### config.mk
export PLATFORM = sky130hd
export DESIGN_NAME = loop_edge_counter
export DESIGN_NICKNAME = d
export VERILOG_FILES = /design/src/rtl/lec_pkg.sv /design/src/rtl/lec_prescaler.sv /design/src/rtl/lec_sampler.sv /design/src/rtl/lec_counter.sv /design/src/rtl/loop_edge_counter.sv
export SDC_FILE = /design/constraint.sdc
export NUM_CORES = 1
export LEC_CHECK = 0
export BUFFER_PORTS_ARGS = -buffer_cell sky130_fd_sc_hd__buf_2
export CAP_MARGIN = 20
export CORE_MARGIN = 4
export CORE_UTILIZATION = 45
export CTS_CLUSTER_DIAMETER = 200
export DETAILED_ROUTE_END_ITERATION = 8
export GPL_TIMING_DRIVEN = 0
export PLACE_DENSITY = 0.68
export SETUP_SLACK_MARGIN = 0.15
export SLEW_MARGIN = 5
export SYNTH_ARGS = -nofsm -noshare
export SYNTH_HDL_FRONTEND = slang
export SYNTH_SLANG_ARGS = --single-unit
### constraint.sdc
create_clock -name clk -period 5.47 [get_ports clk]
set_clock_uncertainty 0.15 [all_clocks]
set_input_delay 0.2735 -clock clk [delete_from_list [all_inputs] [get_ports clk]]
set_output_delay 0.2735 -clock clk [all_outputs]
set_load 0.02 [all_outputs]
### src/rtl/lec_pkg.sv
package lec_pkg;

  typedef enum logic [1:0] {
    EDGE_NONE = 2'b00,
    EDGE_RISE = 2'b01,
    EDGE_FALL = 2'b10,
    EDGE_BOTH = 2'b11
  } edge_mode_e;

  // Decide whether a pair of loop samples forms a qualifying edge.
  function automatic logic edge_match(edge_mode_e mode, logic prev_lvl, logic new_lvl);
    logic up, down;
    up   = !prev_lvl && new_lvl;
    down = prev_lvl && !new_lvl;
    case (mode)
      EDGE_RISE: return up;
      EDGE_FALL: return down;
      EDGE_BOTH: return up || down;
      default:   return 1'b0;
    endcase
  endfunction

  // Clock cycles between loop ticks.
  function automatic int unsigned loop_period(int unsigned hr_div, int unsigned lp_exp);
    return (hr_div + 1) << lp_exp;
  endfunction

endpackage

### src/rtl/lec_prescaler.sv
module lec_prescaler #(
  parameter int HR_W = 6,
  parameter int LP_W = 3
) (
  input  logic            clk,
  input  logic            rst_n,
  input  logic            restart,
  input  logic [HR_W-1:0] hr_div,
  input  logic [LP_W-1:0] lp_exp,
  output logic            hr_tick,
  output logic            loop_tick
);
  localparam int LPC_W = (1 << LP_W) - 1;

  logic [HR_W-1:0]  hr_cnt;
  logic [LPC_W-1:0] lp_cnt;
  logic [LPC_W-1:0] lp_max;

  assign lp_max    = LPC_W'((64'd1 << lp_exp) - 64'd1);
  assign hr_tick   = (hr_cnt == hr_div);
  assign loop_tick = hr_tick && (lp_cnt == lp_max);

  always_ff @(posedge clk or negedge rst_n) begin
    if (!rst_n) begin
      hr_cnt <= '0;
      lp_cnt <= '0;
    end else if (restart) begin
      hr_cnt <= '0;
      lp_cnt <= '0;
    end else if (hr_tick) begin
      hr_cnt <= '0;
      lp_cnt <= (lp_cnt == lp_max) ? '0 : lp_cnt + 1'b1;
    end else begin
      hr_cnt <= hr_cnt + 1'b1;
    end
  end
endmodule

### src/rtl/lec_sampler.sv
module lec_sampler
  import lec_pkg::*;
#(
  parameter int NUM_PINS = 8,
  parameter int PIN_W    = 3
) (
  input  logic                clk,
  input  logic                rst_n,
  input  logic [NUM_PINS-1:0] pins,
  input  logic [PIN_W-1:0]    pin_sel,
  input  logic                loop_tick,
  input  edge_mode_e          mode,
  output logic                level_now,
  output logic                edge_hit
);
  logic [NUM_PINS-1:0] sync1, sync2;
  logic                held;

  always_ff @(posedge clk or negedge rst_n) begin
    if (!rst_n) begin
      sync1 <= '0;
      sync2 <= '0;
    end else begin
      sync1 <= pins;
      sync2 <= sync1;
    end
  end

  assign level_now = (int'(pin_sel) < NUM_PINS) ? sync2[pin_sel] : 1'b0;
  assign edge_hit  = loop_tick && edge_match(mode, held, level_now);

  always_ff @(posedge clk or negedge rst_n) begin
    if (!rst_n)         held <= 1'b0;
    else if (loop_tick) held <= level_now;
  end
endmodule

### src/rtl/lec_counter.sv
module lec_counter #(
  parameter int CNT_W = 25
) (
  input  logic             clk,
  input  logic             rst_n,
  input  logic             edge_hit,
  input  logic             clr,
  input  logic             irq_en,
  input  logic             irq_clr,
  output logic [CNT_W-1:0] count,
  output logic             ovf,
  output logic             irq
);
  localparam logic [CNT_W-1:0] CNT_MAX = '1;

  logic accept;
  assign accept = edge_hit && !clr;

  always_ff @(posedge clk or negedge rst_n) begin
    if (!rst_n) begin
      count <= '0;
      ovf   <= 1'b0;
    end else if (clr) begin
      count <= '0;
      ovf   <= 1'b0;
    end else if (accept && count != CNT_MAX) begin
      count <= count + 1'b1;
      if (count == CNT_MAX - 1'b1) ovf <= 1'b1;
    end
  end

  always_ff @(posedge clk or negedge rst_n) begin
    if (!rst_n)                irq <= 1'b0;
    else if (accept && irq_en) irq <= 1'b1;
    else if (irq_clr)          irq <= 1'b0;
  end
endmodule

### src/rtl/loop_edge_counter.sv
module loop_edge_counter
  import lec_pkg::*;
#(
  parameter int NUM_PINS = 8,
  parameter int CNT_W    = 25,
  parameter int HR_W     = 6,
  parameter int LP_W     = 3
) (
  input  logic                clk,
  input  logic                rst_n,
  input  logic [NUM_PINS-1:0] pins,
  input  logic                reg_wr,
  input  logic [1:0]          reg_addr,
  input  logic [31:0]         reg_wdata,
  output logic [31:0]         reg_rdata,
  output logic                irq
);
  localparam int PIN_W  = (NUM_PINS > 1) ? $clog2(NUM_PINS) : 1;
  localparam int LP_LSB = 8;
  localparam int PIN_LSB = 4;
  localparam int IEN_BIT = 8;

  logic [HR_W-1:0]  cfg_hr;
  logic [LP_W-1:0]  cfg_lp;
  edge_mode_e       ctl_mode;
  logic [PIN_W-1:0] ctl_pin;
  logic             ctl_irq_en;

  logic cfg_wr, ctl_wr, cnt_clr, irq_clr;
  logic hr_tick, loop_tick, level_now, edge_hit, ovf_q;
  logic [CNT_W-1:0] count_q;

  assign cfg_wr  = reg_wr && reg_addr == 2'd0;
  assign ctl_wr  = reg_wr && reg_addr == 2'd1;
  assign cnt_clr = reg_wr && reg_addr == 2'd2;
  assign irq_clr = reg_wr && reg_addr == 2'd3 && reg_wdata[0];

  always_ff @(posedge clk or negedge rst_n) begin
    if (!rst_n) begin
      cfg_hr     <= '0;
      cfg_lp     <= '0;
      ctl_mode   <= EDGE_NONE;
      ctl_pin    <= '0;
      ctl_irq_en <= 1'b0;
    end else begin
      if (cfg_wr) begin
        cfg_hr <= reg_wdata[HR_W-1:0];
        cfg_lp <= reg_wdata[LP_LSB +: LP_W];
      end
      if (ctl_wr) begin
        ctl_mode   <= edge_mode_e'(reg_wdata[1:0]);
        ctl_pin    <= reg_wdata[PIN_LSB +: PIN_W];
        ctl_irq_en <= reg_wdata[IEN_BIT];
      end
    end
  end

  lec_prescaler #(.HR_W(HR_W), .LP_W(LP_W)) u_presc (
    .clk(clk), .rst_n(rst_n), .restart(cfg_wr),
    .hr_div(cfg_hr), .lp_exp(cfg_lp),
    .hr_tick(hr_tick), .loop_tick(loop_tick)
  );

  lec_sampler #(.NUM_PINS(NUM_PINS), .PIN_W(PIN_W)) u_samp (
    .clk(clk), .rst_n(rst_n), .pins(pins), .pin_sel(ctl_pin),
    .loop_tick(loop_tick), .mode(ctl_mode),
    .level_now(level_now), .edge_hit(edge_hit)
  );

  lec_counter #(.CNT_W(CNT_W)) u_cnt (
    .clk(clk), .rst_n(rst_n), .edge_hit(edge_hit), .clr(cnt_clr),
    .irq_en(ctl_irq_en), .irq_clr(irq_clr),
    .count(count_q), .ovf(ovf_q), .irq(irq)
  );

  always_comb begin
    reg_rdata = '0;
    case (reg_addr)
      2'd0: begin
        reg_rdata[HR_W-1:0]        = cfg_hr;
        reg_rdata[LP_LSB +: LP_W]  = cfg_lp;
      end
      2'd1: begin
        reg_rdata[1:0]             = ctl_mode;
        reg_rdata[PIN_LSB +: PIN_W] = ctl_pin;
        reg_rdata[IEN_BIT]         = ctl_irq_en;
      end
      2'd2: reg_rdata[CNT_W-1:0]   = count_q;
      default: reg_rdata[1:0]      = {ovf_q, irq};
    endcase
  end
endmodule

Yosys cells after proc, flatten, opt, wreduce, memory -nomap -nowiden

Cells that the tools add are included.

Multiplexer cells: 23
$mul: 0
Equal/unequal tests: 10
Reduce and logical (&&, ||, !) cells: 22
Bitwise gates (word level): 0
Shifts and indexed selects: 1
Divide/modulo/power cells: 0
Add/subtract/negate cells: 4
Order comparisons: 1

Operators with widths:

| operator                                           | number |
|---|---|
| two-way mux 25 bit                                 | 2 |
| adder 25 x 1 -> 25 bit, second input constant      | 1 |
| == test 25 bit, second input constant              | 1 |
| inequality test 25 bit, second input constant      | 1 |
| two-way mux 7 bit                                  | 3 |
| two-way mux 14 bit                                 | 1 |
| logical AND 1 bit                                  | 12 |
| two-way mux 6 bit                                  | 2 |
| case mux 2 bit (3 select lines)                    | 2 |
| == test 2 bit, second input constant               | 4 |
| case mux 2 bit (2 select lines)                    | 2 |
| nonzero test 2 bit                                 | 4 |
| adder 7 x 1 -> 7 bit, second input constant        | 1 |
| == test 7 bit                                      | 1 |
| two-way mux 1 bit                                  | 7 |
| << shifter 1 x 3 -> 7 bit, first input constant    | 1 |
| subtractor 7 x 1 -> 7 bit, second input constant   | 1 |
| adder 6 x 1 -> 6 bit, second input constant        | 1 |
| == test 6 bit                                      | 1 |
| case mux 1 bit (3 select lines)                    | 2 |
| == test 2 x 1 -> 1 bit, second input constant      | 2 |
| < comparator 3 x 4 -> 1 bit, second input constant | 1 |
| binary-select mux 1 bit (select 3 bit)             | 1 |
| zero test 1 bit                                    | 3 |
| 4 further kinds                                    | 4 |

Output and inout port bits: 33
Register bits after elaboration: 72
Bits in writable memories: 0
Latch bits: 0
Bits of input ports: 45
Memory bits (read-only): 0
Word-level logic and storage cells: 74
Memories: 0

Logic depth before layout (Yosys ltp)

Depth in word-level cells: 11
Mapped depth: 14
Gate-level depth less buffers: 11

Hierarchy

From an unflattened synthesis, not the netlist that was laid out.

Cells, all modules: 389
Area total of the unflattened synthesis: 3,957.5 um2

By module, submodules not included:

| module            | times used | area each (um2) | cells each | seq. area each (um2) |
|---|---|---|---|---|
| lec_counter       | 1          | 1,566.5         | 174        | 675.6 |
| loop_edge_counter | 1          | 948.4           | 87         | 375.4 |
| lec_prescaler     | 1          | 869.6           | 96         | 325.3 |
| lec_sampler       | 1          | 573.0           | 32         | 425.4 |

Worst setup path before layout

No wires, ideal clock.

Path type: flip-flop to flip-flop
Start: reg ctl_pin[0]
End: reg u_cnt.count[23]
Library setup time: 78 ps
Data required time: 5,242 ps
Clock period less this slack: 3,077 ps
Arrival time: 2,849 ps
Buffers on the path: 0
Slack: 2,393 ps
Cell stages (with the launch flop): 12
Cell sequence: dfrtp_1 > mux4_2 > mux2_2 > inv_1 > ha_1 > nor2b_1 > o21ai_0 > o21ai_0 > nand3_1 > or2_4 > or4_1 > a21oi_1

Word-level cells in the longest chain between the ends: 10
Elaborated cells on any way between the ends: 11
Classes of those cells: mux (3); reduce/logical (8)

Ends and longest elaborated chain:

| element                                   | line                    | RTL |
|---|---|---|
| start: declaration                        | loop_edge_counter.sv:26 | `logic [PIN_W-1:0] ctl_pin;` |
| start signal: assignment                  | loop_edge_counter.sv:52 | `ctl_pin <= reg_wdata[PIN_LSB +: PIN_W];` |
| binary-select mux 1 bit (select 3 bit) *  | lec_sampler.sv:29       | `assign level_now = (int'(pin_sel) < NUM_PINS) ? sync2[pin_sel] : 1'b0;` |
| two-way mux 1 bit (implied by the code) * | lec_sampler.sv:29       |  |
| via level_now                             | loop_edge_counter.sv:30 | `logic hr_tick, loop_tick, level_now, edge_hit, ovf_q;` |
| zero test 1 bit                           | lec_pkg.sv:14           | `down = prev_lvl && !new_lvl;` |
| logical AND 1 bit                         | lec_pkg.sv:14           |  |
| logical OR 1 bit                          | lec_pkg.sv:18           | `EDGE_BOTH: return up \|\| down;` |
| case mux 1 bit (3 select lines) *         | lec_pkg.sv:15           | `case (mode)` |
| logical AND 1 bit *                       | lec_sampler.sv:30       | `assign edge_hit = loop_tick && edge_match(mode, held, level_now);` |
| logical AND 1 bit *                       | lec_counter.sv:17       | `assign accept = edge_hit && !clr;` |
| logical AND 1 bit *                       | lec_counter.sv:26       | `end else if (accept && count != CNT_MAX) begin` |
| nonzero test 2 bit (no source line) *     | n/a                     |  |
| end signal: assignment                    | lec_counter.sv:27       | `count <= count + 1'b1;` |
| end: declaration                          | lec_counter.sv:10       | `output logic [CNT_W-1:0] count,` |

Mark *: on every way through the listed nets, which the timed path passes. The rest lies on a longest branch. The select of a mux whose other input is x is not followed.
A chain may end at the register's enable or synchronous reset.

Worst setup path in the final report

Same ends and word-level chain as after synthesis.

==> impl_metrics.ini <==
[run_status]
status = completed

[routing]
drt-initial-drc-count = 203
viasPerCell = 5.45
dr.pass1.iters = 5
final_antenna_net_count = 0
routed_wl_um = 9060
vias = 3185
wl_per_cell_um = 15.5
drc = 0

[setup_path]
worstPathCellList = mux4_2 -> mux2_2 -> inv_1 -> ha_1 -> nor2b_1 -> o21ai_0 -> o21ai_0 -> nand3_1 -> or2_4 -> or4_1 -> a21oi_1
cp-start-kind = flip-flop
critPathMaxStageDelay_ns = 0.54
worstPathArrival_ns = 3.67
critPathBufInv = 1
path_depth = 11
worstSetupEndpointType = flip-flop
critPathMaxFanout = 9
critical_path_required_ns = 5.60
cp_top_family = simple AND/OR/NAND/NOR gates
path_class = reg -> reg
r2r_cells = 11
slowest_stage = mux4_2
path_common_cell = o21ai_0

[global_routing]
gr-usage-all-layers = 0.191
antenna_found_initial = 0
grt_pass1_wl_um = 15400
grt-ovfl-total = 0
grt_max_degree = 57
grt_pass1_vias = 3187

[synth]
synth_flop_cell = dfrtp_1
synthCells = 395
syn-cell-area_um2 = 3910
synth-seq-cells = 72
synth-async-reset-ratio = 1.00
synth_area_per_cell_um2 = 9.90
yosysTopAreaCell = dfrtp_1
ys_top_cells_by_area = dfrtp_1, xnor2_1, mux2_2, ha_1, nor2_1
synth-edff-count = 0
netlist.area_leader.share = 0.461
yosysSeqAreaShare = 0.461
yosysWarnings = 0
synth_cell_types = 48

[place]
place_area_um2 = 4340
routabilityCongestion = 0.928
io_buffers = 48
dp_hpwl_um = 6620

[die]
rows = 33
die_area_um2 = 10200
die_w_um = 101
initial_core_util = 0.469
io_pins = 78
dieHeight_um = 101
core_area_um2 = 8340

[layout]
n_antenna_cell = 0
multiInputGateArea_um2 = 1950
sequential_cell_area_um2 = 1800
fillers = 748
nNetsFinal = 531
layout-drive-gt1-share = 0.207
utilization = 0.565
stdcell_area_um2 = 4710
area_delta_synth_final_pct = 20.5

[cts]
clock_path_buffers = 2
h-tree-depth = 3
root_buffer = clkbuf_8
numCtsBuffers = 9
clk_latency_ns = 0.35
holdBufCountCts = 13
cts_setup_buffers = 0
cts_resized = 0
cts.sinks = 72
cts_tree = done
clkTransAtPathRegs_ns = 0.09

[timing]
fin_crit_sh = 0.646
worst_pin_slew_ns = 0.909
holdWs_ns = 0.0264
setup_viol = 0
max_freq_ghz = 0.283
drv_slew = 0
rsz0062_at_grt = no
hold_violations = 0
slew_headroom = 0.389
setup_tns_ns = 0
period_minus_slack_ns = 3.53

[power]
power_density_nw_per_um2 = 306
ir_worst_vdd_v = 0.000185
p_leak_nw = 2.13
p_total_mw = 1.44

[min_path]
min_path_type = in -> reg
hold_path_depth = 2

[run]
cap_violations = 0
## cell type report
type                            instances  share of cell area
Multi-Input combinational cell        291               0.413
Clock inverter                          7              0.0265
Timing Repair Buffer                   62              0.0849
Buffer                                 26              0.0300
Inverter                               12             0.00955
Tap cell                              105              0.0279
Sequential cell                        72               0.382
Clock buffer                            9              0.0263
## cells in the mapped netlist, types with 12 or more instances
library cell,count
dfrtp_1,72
nor2_1,38
xnor2_1,27
nand2_1,24
nor3_1,22
nand3_1,19
and2_1,17
mux2_2,16
clkbuf_1,15
nand4_1,15
ha_1,12
inv_1,12
o21ai_0,12
## registers in the layout, summed over array words and instances (netlist names)
signal	cells
u_samp.held	1
u_cnt.count	25
cfg_hr	6
u_presc.lp_cnt	7
ctl_irq_en	1
cfg_lp	3
u_cnt.irq	1
u_cnt.ovf	1
u_samp.sync1	8
ctl_pin	3
ctl_mode	2
u_samp.sync2	8
u_presc.hr_cnt	6
## metal layers
layer	GRT usage	wire, um	part of all wire
met1	0.243	3860	0.43
met2	0.329	4620	0.51
met3	0.0372	450	0.050
met4	0.0542	136	0.015
met5	0	0	0
## where the power goes
part / total [mW] / internal [mW] / leakage, nW / switching (mW)
clock network: 0.526 / 0.308 / 0.125 / 0.217
registers: 0.642 / 0.584 / 0.929 / 0.0575
logic: 0.276 / 0.131 / 1.08 / 0.145
## metrics by stage
step           cells  setup slack, ns
5_1_grt          584             1.69
3_3_place_gp     554             2.02
2_1_floorplan    401             2.39
4_1_cts          584             1.96
3_5_place_dp     555             1.97
6_report         584             1.94
## cells by family after synthesis
logic type,synth area share
DFF,0.461
adders and majority gates,0.0384
xor gates and xnor gates,0.0694
and+or+nand+nor,0.233
AOI/OAI and AO/OA,0.0797
muxes,0.0704
buffers and inverters,0.0477
other,0.000959
## final timing paths
| path | start | end | slack (ns) |
|---|---|---|---|
| max | ctl_pin[0] | u_cnt.count[23] | 1.94 |
| min | reg_wdata[4] | cfg_hr[4] | 0.03 |
| max reg2reg | ctl_pin[0] | u_cnt.count[23] | 1.94 |
| min reg2reg | u_samp.sync1[4] | u_samp.sync2[4] | 0.19 |
| max in group asynchronous | rst_n | u_cnt.count[0] | 4.45 |
| min in group asynchronous | rst_n | u_cnt.count[12] | 0.17 |
## cells in the final DEF, fill, tap and decap left out, drive strengths merged, types with 2 or more instances in the layout
| master | netlist | layout |
|---|---|---|
| o21ai | 12 | 12 |
| nand3 | 21 | 21 |
| nor3 | 22 | 22 |
| nand4 | 15 | 15 |
| dlygate4sd3 | 0 | 13 |
| or3 | 5 | 5 |
| mux4 | 2 | 2 |
| nand2 | 24 | 24 |
| nor4 | 3 | 3 |
| nor3b | 4 | 4 |
| or4 | 4 | 4 |
| dfrtp | 72 | 72 |
| xor2 | 4 | 4 |
| xnor2 | 27 | 27 |
| bufinv | 0 | 3 |
| conb | 1 | 7 |
| inv | 12 | 15 |
| and3 | 8 | 8 |
| nor2 | 38 | 38 |
| a21oi | 10 | 10 |
| a211o | 2 | 2 |
| buf | 11 | 60 |
| ha | 12 | 12 |
| o31ai | 2 | 2 |
| and2 | 17 | 17 |
| clkbuf | 15 | 24 |
| a22o | 5 | 5 |
| a222oi | 5 | 5 |
| mux2 | 16 | 16 |
| mux2i | 5 | 5 |
| o211ai | 3 | 3 |
| nor2b | 5 | 5 |
No activity file was read; power rests on OpenSTA's default activity.
